`src/rtl/dfsm_pkg.sv`:
```
package dfsm_pkg;
  localparam int STATE_W = 2;
  localparam int SYM_W   = 2;

  typedef enum logic [STATE_W-1:0] {
    ST_A = 2'b00,
    ST_B = 2'b01,
    ST_C = 2'b10,
    ST_D = 2'b11
  } st_e;

  typedef enum logic [SYM_W-1:0] {
    SYM_NONE = 2'b00,
    SYM_X1   = 2'b01,
    SYM_X2   = 2'b10,
    SYM_X3   = 2'b11
  } sym_e;
endpackage

```
`src/rtl/mealy_table_fsm.sv`:
```
module mealy_table_fsm
  import dfsm_pkg::*;
(
  input  logic clk,
  input  logic rst,
  input  logic step_en,
  input  logic din,
  output st_e  state_o,
  output sym_e sym_o
);
  st_e state_q, state_d;

  // transition and output table, indexed by present state and input bit
  always_comb begin
    state_d = state_q;
    sym_o   = SYM_X1;
    unique case (state_q)
      ST_A: begin state_d = din ? ST_C : ST_B; sym_o = SYM_X1; end
      ST_B: begin state_d = din ? ST_D : ST_B; sym_o = din ? SYM_X3 : SYM_X2; end
      ST_C: begin state_d = din ? ST_C : ST_D; sym_o = din ? SYM_X1 : SYM_X3; end
      ST_D: begin state_d = ST_D;              sym_o = din ? SYM_X2 : SYM_X3; end
      default: begin state_d = ST_A; sym_o = SYM_X1; end
    endcase
  end

  always_ff @(posedge clk) begin
    if (rst)          state_q <= ST_A;
    else if (step_en) state_q <= state_d;
  end

  assign state_o = state_q;


  a_r1_mealy_reset: assert property (@(posedge clk) rst |=> state_q == ST_A);

  a_r6_mealy_hold: assert property (@(posedge clk) disable iff (rst)
    !step_en |=> $stable(state_q));
  // A is never re-entered from A
  a_r2_leave_a: assert property (@(posedge clk) disable iff (rst)
    (state_q == ST_A && step_en) |=> state_q != ST_A);
  // D never emits x1
  a_r3_d_no_x1: assert property (@(posedge clk) disable iff (rst)
    state_q == ST_D |-> sym_o != SYM_X1);
endmodule

```
`src/rtl/moore_table_fsm.sv`:
```
module moore_table_fsm
  import dfsm_pkg::*;
(
  input  logic clk,
  input  logic rst,
  input  logic step_en,
  input  logic din,
  output st_e  state_o,
  output sym_e sym_o
);
  st_e state_q, state_d;

  always_comb begin
    unique case (state_q)
      ST_A:    state_d = din ? ST_C : ST_B;
      ST_B:    state_d = din ? ST_D : ST_B;
      ST_C:    state_d = din ? ST_D : ST_C;
      ST_D:    state_d = ST_D;
      default: state_d = ST_A;
    endcase
  end

  // output decode sees the registered state only
  always_comb begin
    unique case (state_q)
      ST_A:    sym_o = SYM_X2;
      ST_B:    sym_o = SYM_X1;
      ST_C:    sym_o = SYM_X2;
      ST_D:    sym_o = SYM_X3;
      default: sym_o = SYM_X2;
    endcase
  end

  always_ff @(posedge clk) begin
    if (rst)          state_q <= ST_A;
    else if (step_en) state_q <= state_d;
  end

  assign state_o = state_q;


  a_r1_moore_reset: assert property (@(posedge clk) rst |=> state_q == ST_A);

  a_r7_d_absorbing: assert property (@(posedge clk) disable iff (rst)
    state_q == ST_D |=> state_q == ST_D);

  a_r5_out_stable: assert property (@(posedge clk) disable iff (rst)
    $stable(state_q) |-> $stable(sym_o));

  a_r6_moore_hold: assert property (@(posedge clk) disable iff (rst)
    !step_en |=> $stable(state_q));
endmodule

```
`src/rtl/dual_fsm_compare.sv`:
```
module dual_fsm_compare
  import dfsm_pkg::*;
(
  input  logic               clk,
  input  logic               rst,
  input  logic               bit_valid,
  input  logic               bit_in,
  output logic [STATE_W-1:0] mealy_state,
  output logic [SYM_W-1:0]   mealy_out,
  output logic [STATE_W-1:0] moore_state,
  output logic [SYM_W-1:0]   moore_out
);
  st_e  ml_st, mo_st;
  sym_e ml_sym, mo_sym;

  mealy_table_fsm u_mealy (
    .clk(clk), .rst(rst), .step_en(bit_valid), .din(bit_in),
    .state_o(ml_st), .sym_o(ml_sym)
  );

  moore_table_fsm u_moore (
    .clk(clk), .rst(rst), .step_en(bit_valid), .din(bit_in),
    .state_o(mo_st), .sym_o(mo_sym)
  );

  assign mealy_state = ml_st;
  assign mealy_out   = ml_sym;
  assign moore_state = mo_st;
  assign moore_out   = mo_sym;

  // both machines leave A together and to the same place on a valid step
  a_r4_same_first_step: assert property (@(posedge clk) disable iff (rst)
    (ml_st == ST_A && mo_st == ST_A && bit_valid) |=> ml_st == mo_st);
endmodule

```
`config.mk`:
```
export PLATFORM = sky130hd
export DESIGN_NAME = dual_fsm_compare
export DESIGN_NICKNAME = d
export VERILOG_FILES = /design/src/rtl/dfsm_pkg.sv /design/src/rtl/mealy_table_fsm.sv /design/src/rtl/moore_table_fsm.sv /design/src/rtl/dual_fsm_compare.sv
export SDC_FILE = /design/constraint.sdc
export NUM_CORES = 1
export LEC_CHECK = 0
export ABC_AREA = 1
export BUFFER_PORTS_ARGS = -buffer_cell sky130_fd_sc_hd__buf_2
export CAP_MARGIN = 25
export CORE_AREA = 2 2 39 41
export DETAILED_ROUTE_END_ITERATION = 6
export DIE_AREA = 0 0 41 43
export SLEW_MARGIN = 20
export SYNTH_ARGS = -nofsm -noshare
export SYNTH_HDL_FRONTEND = slang
export SYNTH_SLANG_ARGS = --single-unit
```
`constraint.sdc`:
```
create_clock -name clk -period 1.64 [get_ports clk]
set_input_delay 0.328 -clock clk [delete_from_list [all_inputs] [get_ports clk]]
set_output_delay 0.328 -clock clk [all_outputs]
set_load 0.03 [all_outputs]
```
Word-level counts from Yosys, hierarchy flattened
Index checks and enable logic that the tools add are counted.
- register bits after elaboration: 4
- bits of input ports: 4
- logic and storage cells: 20
- equality and inequality tests: 6
- muxes and demuxes: 9
- reductions and logical operators: 3
- operators by type and width (cell ; number):
    case mux 2 bit (4 select lines) ; 3
    == test 2 bit, second input constant ; 4
    2-to-1 mux 2 bit ; 3
    case mux 2 bit (3 select lines) ; 1
    == test 2 x 1 -> 1 bit, second input constant ; 2
    logical NOT 2 bit ; 2
    2-to-1 mux 1 bit ; 2
    OR reduction 2 bit ; 1

Logic depth before layout (Yosys ltp)
Gate-level depths: netlist of the first run.
- depth after elaboration: 3
- mapped depth: 5
- gate-level depth less buffers: 5

Hierarchy
A second synthesis of the first run with hierarchy kept.
- cells, all modules: 27
- area total of the unflattened synthesis: 183.9 µm²
- modules (own cells, without submodules) (module ; times used ; cells an instance ; area an instance (µm²) ; sequential area each (µm²)):
    mealy_table_fsm ; 1 ; 13 ; 92.6 ; 40.0
    moore_table_fsm ; 1 ; 14 ; 91.3 ; 40.0

Worst setup path before layout of the first run
No wires, ideal clock.
- kind: flip-flop to output port
- start: register u_mealy.state_q[1], in the netlist u_mealy.state_o[1]
- end: output mealy_out[0]
- arrival time: 0.901 ns
- data required time: 1.312 ns
- slack: 0.411 ns
- cell stages (with the launch flop): 4
- path through: dfxtp_1 inv_1 nand2_1 nand3_1
- word-level cells in the longest chain between the ends: 2
- elaborated cells on any way between the ends: 5
- classes of those cells: eq/ne (3); mux (1); reduce/logical (1)
- ends and longest elaborated chain (what ; line ; text):
    start: declaration ; mealy_table_fsm.sv:11 ; st_e state_q, state_d;
    start signal: assignment ; mealy_table_fsm.sv:28 ; else if (step_en) state_q <= state_d;
    == test 2 bit, or another cell as far along ; mealy_table_fsm.sv:17 ; unique case (state_q)
    case mux 2 bit (4 select lines) * ; mealy_table_fsm.sv:17 ;
    end: declaration ; dual_fsm_compare.sv:9 ; output logic [SYM_W-1:0] mealy_out,
Every way passes the cells marked *; elsewhere a longest branch is shown, timed or not.

Final worst setup path of the first run
Ends and elaborated chain as after synthesis.

==> impl_metrics.json, run 1 <==
{
  "port-buffer-count": 11,
  "min_path_cells": 2,
  "slew_headroom_pct": 89.5,
  "cts_buffer_depth": 2,
  "swShare_pct": 30.0,
  "grt_pass1_wl_microns": 614,
  "dp_hpwl_microns": 344,
  "htreeDepth": 1,
  "syn_inst": 25,
  "setup_violations": 0,
  "ys_top_cells_by_count": "nand2_1 (6), dfxtp_1 (4), inv_1 (4)",
  "fin_crit_sh_pct": 75.8,
  "die_y_microns": 43,
  "final_net_count": 44,
  "drive_above_1_share_pct": 44.7,
  "seq_area_sq_um": 80.1,
  "clkSlewWorstSetupHoldPaths_ns": 0.03,
  "cts-hold-fix-buffers": 0,
  "path_buf_inv": 2,
  "postCtsSetupRepairBufs": 0,
  "cpPeakStageDelay_ns": 0.34,
  "clk_latency_ns": 0.23,
  "final_cells": 54,
  "routabilityCongestion": 0.565,
  "cp.depth": 4,
  "synth_edf_count": 0,
  "drv_slew": 0,
  "diodes": 0,
  "rsz0062_at_grt": "no",
  "p_per_area_mw_per_mm2": 1120,
  "yosys-top-cells-area": "dfxtp_1 (47%), nand2_1 (13%), a21oi_1 (8.8%), inv_1 (8.8%), nand3_1 (5.9%)",
  "synth_most_common_cell": "nand2_1",
  "cts_tree": "built",
  "reg2reg_depth": 4,
  "hp-start": "rst",
  "syn-cell-area_sq_um": 170,
  "dr.first_iter.drc_count": 4,
  "peakVddDrop_v": 0.000180,
  "start_kind": "flip-flop",
  "p_clk_share_pct": 39.0,
  "post-place-ws_ns": 0.487,
  "cap_violations": 0,
  "synth_nets": 29,
  "ys_seq_area_share_pct": 47.1,
  "worst_path_max_delay_cell": "dfxtp_1",
  "reg2reg_slack_ns": 0.94,
  "grt_pass1_vias": 180,
  "hold_path_class": "in -> reg",
  "r2r-end": "u_moore.state_o[0]$_SDFFE_PP0P_",
  "rr_startpoint": "u_moore.state_o[1]$_SDFFE_PP0P_",
  "final.setup.worst_slack_ns": 0.397,
  "pin_count": 12,
  "crit_type": "reg -> out",
  "dieWidth_microns": 41,
  "synth_cell_types": 10,
  "die_area_sq_mm": 0.00176,
  "cts-buffers-inserted": 3,
  "viasPerCell": 3.65,
  "nFillCells": 168,
  "syn_area_per_cell_sq_um": 6.81,
  "path_cells": "inv_1 -> nand2_1 -> nand3_1 -> buf_2",
  "core_sq_mm": 0.00138,
  "grt_start_max_net_pins": 5,
  "cp.arrival_ns": 0.91,
  "p_switching_mw": 0.0886,
  "hold-path-endpoint": "u_mealy.state_o[0]$_SDFFE_PP0P_",
  "antenna_left": 0,
  "antenna_found_initial": 0,
  "cts_sinks": 4,
  "ys_seq_elements": 4,
  "drc": 0,
  "initial_utilization_pct": 12.3,
  "p_comb_share_pct": 23.3,
  "dr.pass1.iters": 3,
  "end_kind": "output pin",
  "multi_input_area_sq_um": 67.6,
  "syn2layout_area_growth_pct": 55.1,
  "via_count": 197,
  "grt_overflow_total": 0,
  "intPower_mw": 0.207,
  "finClkSkew_ns": 0.00000208,
  "p_leak_nw": 0.141,
  "fmax_ghz": 0.805,
  "worst_pin_slew_ns": 0.158,
  "path_delay_family": "flip-flops",
  "cts_resized": 0,
  "totalNegativeSetupSlack_ns": 0,
  "p_seq_share_pct": 37.7,
  "grt_usage_pct": 5.83,
  "cp_max_fo": 3,
  "rows": 14,
  "placed_cells": 51,
  "cts_root_buf": "clkbuf_4",
  "synth_top_area_cell": "dfxtp_1",
  "yosysTopAreaCellShare_pct": 47.1,
  "yosys_warnings": 0,
  "fin_crit_ns": 1.24,
  "drt-total-wl_microns": 388,
  "outcome": "completed",
  "synthArstFlopShare_pct": 0,
  "wl_per_cell_microns": 7.19,
  "finalHoldViolCount": 0,
  "synthFlopType": "dfxtp_1",
  "cp.required_ns": 1.31
}
flip-flops by register name (all words and copies together), names as in the netlist:
| register | cells |
|---|---|
| u_mealy.state_o | 2 |
| u_moore.state_o | 2 |
metal layers:
layer / track usage [%] / routed length, microns / vias up
met5: 0 / 0 / -
met4: 6.00 / 0 / 0
met3: 4.71 / 28 / 0
met2: 8.13 / 229 / 3
met1: 4.52 / 130 / 92
li1: - / - / 102
per-stage QoR:
stage	util (%)	hold slack [ns]	total power [mW]	instance area (sq um)
4_1_cts	19.1	0.309	0.304	264
6_report	19.1	0.315	0.295	264
5_1_grt	19.1	0.301	0.319	264
3_3_place_gp	17.5	0.484	0.182	241
3_5_place_dp	17.5	0.484	0.183	241
2_1_floorplan	-	0.397	0.160	170
final cells by class:
cell class	instances	area share [%]
sequential	4	30.3
multi-input combinational	15	25.6
inverter	5	7.11
tap	16	7.58
timing repair buffer	11	20.9
clock buffer	3	8.53
worst max path at each step:
stage / startpoint / slack, ns / to
final: u_mealy.state_o[1]$_SDFFE_PP0P_ / 0.40 / mealy_out[0]
after global routing: u_mealy.state_o[1]$_SDFFE_PP0P_ / 0.30 / mealy_out[0]
after CTS: u_mealy.state_o[1]$_SDFFE_PP0P_ / 0.38 / mealy_out[0]
after detailed placement: bit_in / 0.49 / mealy_out[0]
after global placement: bit_in / 0.49 / mealy_out[0]
after floorplan: u_mealy.state_o[1]$_SDFFE_PP0P_ / 0.41 / mealy_out[0]
kinds of logic (layout without fill, tap and decap cells):
logic type             Yosys count  count (layout)  share of synthesized area, %
AO/OA/AOI/OAI                    3               3                          8.82
AND/OR/NAND/NOR                 12              12                          30.9
buffers and inverters            6              19                          13.2
flip-flops                       4               4                          47.1
power by group through the flow:
stage	Sequential [mW]	Combinational [mW]	Clock, mW
detailed placement	0.113	0.0699	0
finish	0.111	0.0689	0.115
floorplan	0.126	0.0335	0
global placement	0.113	0.0695	0
CTS	0.111	0.0700	0.123
global route	0.112	0.0738	0.133
layout by cell type, fill, tap and decap left out:
| cell type | instances |
|---|---|
| buf_2 | 11 |
| nand2_1 | 6 |
| inv_1 | 4 |
| dfxtp_1 | 4 |
| a21oi_1 | 3 |
| clkbuf_4 | 3 |
| nand3_1 | 2 |
| nor2_1 | 2 |
| inv_2 | 1 |
| nand2_2 | 1 |
| nor2_2 | 1 |
(Power assumes the default switching activity.)
==> run 2, diff against run 1 <==
Clock period 1.64 ns to 1.3 ns, I/O delays scaled along.
==> impl_metrics.json, run 2 (same netlist as run 1, synthesis figures left out) <==
{
  "cts_buffer_depth": 2,
  "grt_util_met1_pct": 2.24,
  "end_kind": "output pin",
  "grt_pass1_vias": 171,
  "fin_crit_ns": 1.19,
  "start_kind": "flip-flop",
  "final_net_count": 44,
  "syn2layout_area_growth_pct": 55.1,
  "dieWidth_microns": 41,
  "dr.pass1.iters": 1,
  "final_cells": 54,
  "core_sq_mm": 0.00138,
  "cap_violations": 0,
  "via_count": 191,
  "setup_violations": 0,
  "cts_resized": 0,
  "final_util_pct": 19.1,
  "dr.first_iter.drc_count": 0,
  "post-place-ws_ns": 0.270,
  "grt_pass1_wl_microns": 565,
  "rows": 14,
  "initial_utilization_pct": 12.3,
  "outcome": "completed",
  "clkSlewWorstSetupHoldPaths_ns": 0.04,
  "viasPerCell": 3.54,
  "port-buffer-count": 11,
  "fin_crit_sh_pct": 91.9,
  "cts_sinks": 4,
  "cts_tree": "built",
  "htreeDepth": 1,
  "clk_latency_ns": 0.23,
  "postCtsSetupRepairBufs": 0,
  "drc": 0,
  "grt_overflow_total": 0,
  "use_met2_pct": 9.69,
  "p_total_mw": 0.377,
  "cts-hold-fix-buffers": 0,
  "met3_usage_pct": 3.14,
  "cts-buffers-inserted": 3,
  "routabilityCongestion": 0.619,
  "grt_start_max_net_pins": 5,
  "crit_type": "reg -> out",
  "diodes": 0,
  "finClkSkew_ns": 0.0000358,
  "drive_above_1_share_pct": 44.7,
  "die_y_microns": 43,
  "rsz0062_at_grt": "no",
  "fmax_ghz": 0.837,
  "antenna_found_initial": 0,
  "slew_headroom_pct": 89.2,
  "drt-total-wl_microns": 411,
  "cp_max_fo": 3,
  "drv_slew": 0,
  "finalHoldViolCount": 0,
  "holdWs_ns": 0.237,
  "p_leak_nw": 0.141,
  "final.setup.worst_slack_ns": 0.106,
  "cp.arrival_ns": 0.93,
  "peakVddDrop_v": 0.000264,
  "placed_cells": 51,
  "pin_count": 12,
  "dp_hpwl_microns": 357,
  "p_per_area_mw_per_mm2": 1430,
  "cp.required_ns": 1.04,
  "placed_cell_area_sq_um": 241,
  "die_area_sq_mm": 0.00176,
  "hold_path_class": "in -> reg",
  "busiest_layer": "met2",
  "fin_area_sq_um": 264,
  "layout_common_cells": "buf_2 (11), nand2_1 (6), inv_1 (4), dfxtp_1 (4)",
  "totalNegativeSetupSlack_ns": 0,
  "wl_per_cell_microns": 7.61,
  "final_common_cell": "buf_2",
  "worst_pin_slew_ns": 0.163,
  "cts_root_buf": "clkbuf_4",
  "antenna_left": 0,
  "grt_usage_pct": 5.62
}
-- run 2: cell counts in the layout (fill, tap and decap cells not counted) --
No cell type changed its count.
-- run 2: cell type report --
type | instances | area [sq um]
fill | 163 | 1120
sequential | 4 | 80.1
multi-input combinational | 15 | 67.6
timing repair buffer | 11 | 55.1
clock buffer | 3 | 22.5
tap | 16 | 20.0
inverter | 5 | 18.8
-- run 2: path summary, 6_finish.rpt --
check	end	cells after the start	slack, ns	start
hold / removal	u_mealy.state_o[0]$_SDFFE_PP0P_	2	0.24	rst
setup reg to reg	u_moore.state_o[0]$_SDFFE_PP0P_	4	0.62	u_moore.state_o[1]$_SDFFE_PP0P_
setup / recovery	mealy_out[0]	4	0.11	u_mealy.state_o[1]$_SDFFE_PP0P_
hold reg to reg	u_mealy.state_o[0]$_SDFFE_PP0P_	2	0.49	u_mealy.state_o[0]$_SDFFE_PP0P_
-- run 2: worst max-delay path: stages, from the launching register on --
cell and delay (ns):
dfxtp_1 0.34, inv_1 0.06, nand2_1 0.06, nand3_1 0.07, buf_2 0.18
-- run 2: where the power goes --
| group | total (mW) | switching [mW] | internal (mW) |
|---|---|---|---|
| registers | 0.140 | 0.00705 | 0.133 |
| clock network | 0.150 | 0.0467 | 0.103 |
| logic | 0.0877 | 0.0625 | 0.0252 |
| total | 0.377 | 0.116 | 0.261 |
-- run 2: routing by layer --
layer	vias up	routed length, microns
li1	100	-
met1	88	113
met2	3	273
met3	0	24
met4	0	0
met5	-	0
==> run 3, diff against run 2 <==
Settings changed: SYNTH_HIERARCHICAL from default to 1.
==> impl_metrics.json, run 3 <==
{
  "cts_buffer_depth": 2,
  "cts_sinks": 4,
  "fmax_ghz": 0.829,
  "grt_overflow_total": 0,
  "slew_headroom_pct": 89.6,
  "synth_most_common_cell": "nand2_1",
  "layout_common_cells": "buf_2 (11), nand2_1 (10), inv_1 (5)",
  "end_kind": "output pin",
  "rr_startpoint": "u_moore/state_o[1]$_SDFFE_PP0P_",
  "totalNegativeSetupSlack_ns": 0,
  "r2r-end": "u_moore/state_o[0]$_SDFFE_PP0P_",
  "setup_violations": 0,
  "cp_max_fo": 3,
  "synth_top_family_by_area": "simple AND/OR/NAND/NOR gates",
  "post-place-ws_ns": 0.254,
  "hold_path_class": "in -> reg",
  "cts_tree": "built",
  "synth_compound_area_share_pct": 17.0,
  "drv_slew": 0,
  "viasPerCell": 3.52,
  "cts-buffers-inserted": 3,
  "drc": 0,
  "reg2reg_slack_ns": 0.56,
  "synth_edf_count": 0,
  "grt_pass1_vias": 189,
  "dr.first_iter.drc_count": 3,
  "crit_type": "reg -> out",
  "grt_pass1_wl_microns": 621,
  "yosys_warnings": 6,
  "ys_seq_elements": 4,
  "rows": 14,
  "ys_top_cells_by_count": "nand2_1 (10), inv_1 (5), dfxtp_1 (4)",
  "start_kind": "flip-flop",
  "p_leak_nw": 0.148,
  "drive_above_1_share_pct": 45.0,
  "clkSlewWorstSetupHoldPaths_ns": 0.04,
  "p_switching_mw": 0.117,
  "yosys-top-cells-area": "dfxtp_1 (44%), nand2_1 (20%), a21oi_2 (14%), inv_1 (10%), a21oi_1 (2.7%)",
  "syn2layout_area_growth_pct": 51.0,
  "drt-total-wl_microns": 429,
  "routabilityCongestion": 0.564,
  "diodes": 0,
  "ys_seq_area_share_pct": 43.5,
  "fin_crit_ns": 1.21,
  "peakVddDrop_v": 0.000247,
  "p_clk_share_pct": 39.3,
  "cts_resized": 0,
  "postCtsSetupRepairBufs": 0,
  "die_y_microns": 43,
  "finClkSkew_ns": 0.0000267,
  "cts-hold-fix-buffers": 0,
  "crit_end": "mealy_out[0]",
  "critPathLaunch": "u_mealy/state_o[1]$_SDFFE_PP0P_",
  "antenna_left": 0,
  "htreeDepth": 1,
  "p_per_area_mw_per_mm2": 1360,
  "syn-cell-area_sq_um": 184,
  "final.setup.worst_slack_ns": 0.0937,
  "p_comb_share_pct": 23.9,
  "reg2reg_depth": 5,
  "clk_latency_ns": 0.23,
  "final_net_count": 46,
  "via_count": 197,
  "synth_nets": 31,
  "dieWidth_microns": 41,
  "rsz0062_at_grt": "no",
  "cp.required_ns": 1.04,
  "intPower_mw": 0.262,
  "synthFlopType": "dfxtp_1",
  "synth_fa_ha_area_share_pct": 0,
  "worst_pin_slew_ns": 0.157,
  "swShare_pct": 30.9,
  "initial_utilization_pct": 13.3,
  "finalHoldViolCount": 0,
  "grt_start_max_net_pins": 7,
  "use_met2_pct": 8.44,
  "die_area_sq_mm": 0.00176,
  "met3_usage_pct": 3.14,
  "outcome": "completed",
  "cap_violations": 0,
  "core_sq_mm": 0.00138,
  "cp.arrival_ns": 0.95,
  "grt_usage_pct": 6.03,
  "synth_cell_types": 9,
  "wl_per_cell_microns": 7.66,
  "fin_crit_sh_pct": 92.8,
  "yosysTopAreaCellShare_pct": 43.5,
  "synthArstFlopShare_pct": 0,
  "p_seq_share_pct": 36.8,
  "antenna_found_initial": 0,
  "port-buffer-count": 11,
  "final_common_cell": "buf_2",
  "syn_area_per_cell_sq_um": 6.81,
  "yosys-mux-area-fraction_pct": 0,
  "syn_inst": 27,
  "dr.pass1.iters": 4,
  "pin_count": 12,
  "synth-simple-area-share_pct": 25.2,
  "busiest_layer": "met2",
  "grt_util_met1_pct": 4.84,
  "cts_root_buf": "clkbuf_4",
  "synth_top_area_cell": "dfxtp_1",
  "synth_xor_area_share_pct": 0
}
## run 3: worst min path at each step
stage,from,end,cells after the start,slack (ns)
global route,rst,u_moore/state_o[0]$_SDFFE_PP0P_,2,0.25
finish,rst,u_moore/state_o[0]$_SDFFE_PP0P_,2,0.25
detailed placement,u_mealy/state_o[1]$_SDFFE_PP0P_,u_mealy/state_o[1]$_SDFFE_PP0P_,2,0.48
floorplan,rst,u_mealy/state_o[0]$_SDFFE_PP0P_,1,0.32
CTS,rst,u_moore/state_o[0]$_SDFFE_PP0P_,2,0.24
global placement,u_moore/state_o[0]$_SDFFE_PP0P_,u_moore/state_o[0]$_SDFFE_PP0P_,2,0.48
## run 3: area by class of cell
type                    count  area [sq um]
fillers                   166          1110
flip-flops and latches      4          80.1
multi-input cells          16          77.6
repair buffers             11          55.1
clock buffers               3          22.5
inverters                   6          22.5
well taps                  16          20.0
## run 3: worst max-delay path, stage by stage (launching register included)
cell and delay [ns]:
dfxtp_1 0.36, inv_2 0.05, nand2_1 0.06, nand3_1 0.07
buf_2 0.18
## run 3: cell families after synthesis
group / Yosys count
flops: 4
buf+inv: 7
simple gates: 12
compound gates: 4
## run 3: routing by layer
metal | up-vias | part of all wire (%)
met4 | 0 | 1.4
met1 | 84 | 38
met3 | 2 | 8.6
met5 | - | 0
met2 | 6 | 52
li1 | 105 | -
## run 3: power groups by stage
stage	combinational, mW	sequential (mW)	clock (mW)
after floorplan	0.0450	0.159	0
after global placement	0.0920	0.142	0
after detailed placement	0.0916	0.142	0
after CTS	0.0919	0.140	0.161
after global routing	0.0985	0.141	0.167
final	0.0906	0.140	0.149
## run 3: stage by stage
step	instance area, sq um	instances	utilization (%)	hold slack [ns]	total power [mW]
floorplan	184	27	-	0.322	0.204
finish	278	56	20.1	0.251	0.379
global placement	255	53	18.4	0.480	0.234
detailed placement	255	53	18.4	0.480	0.233
global route	278	56	20.1	0.251	0.407
CTS	278	56	20.1	0.240	0.393
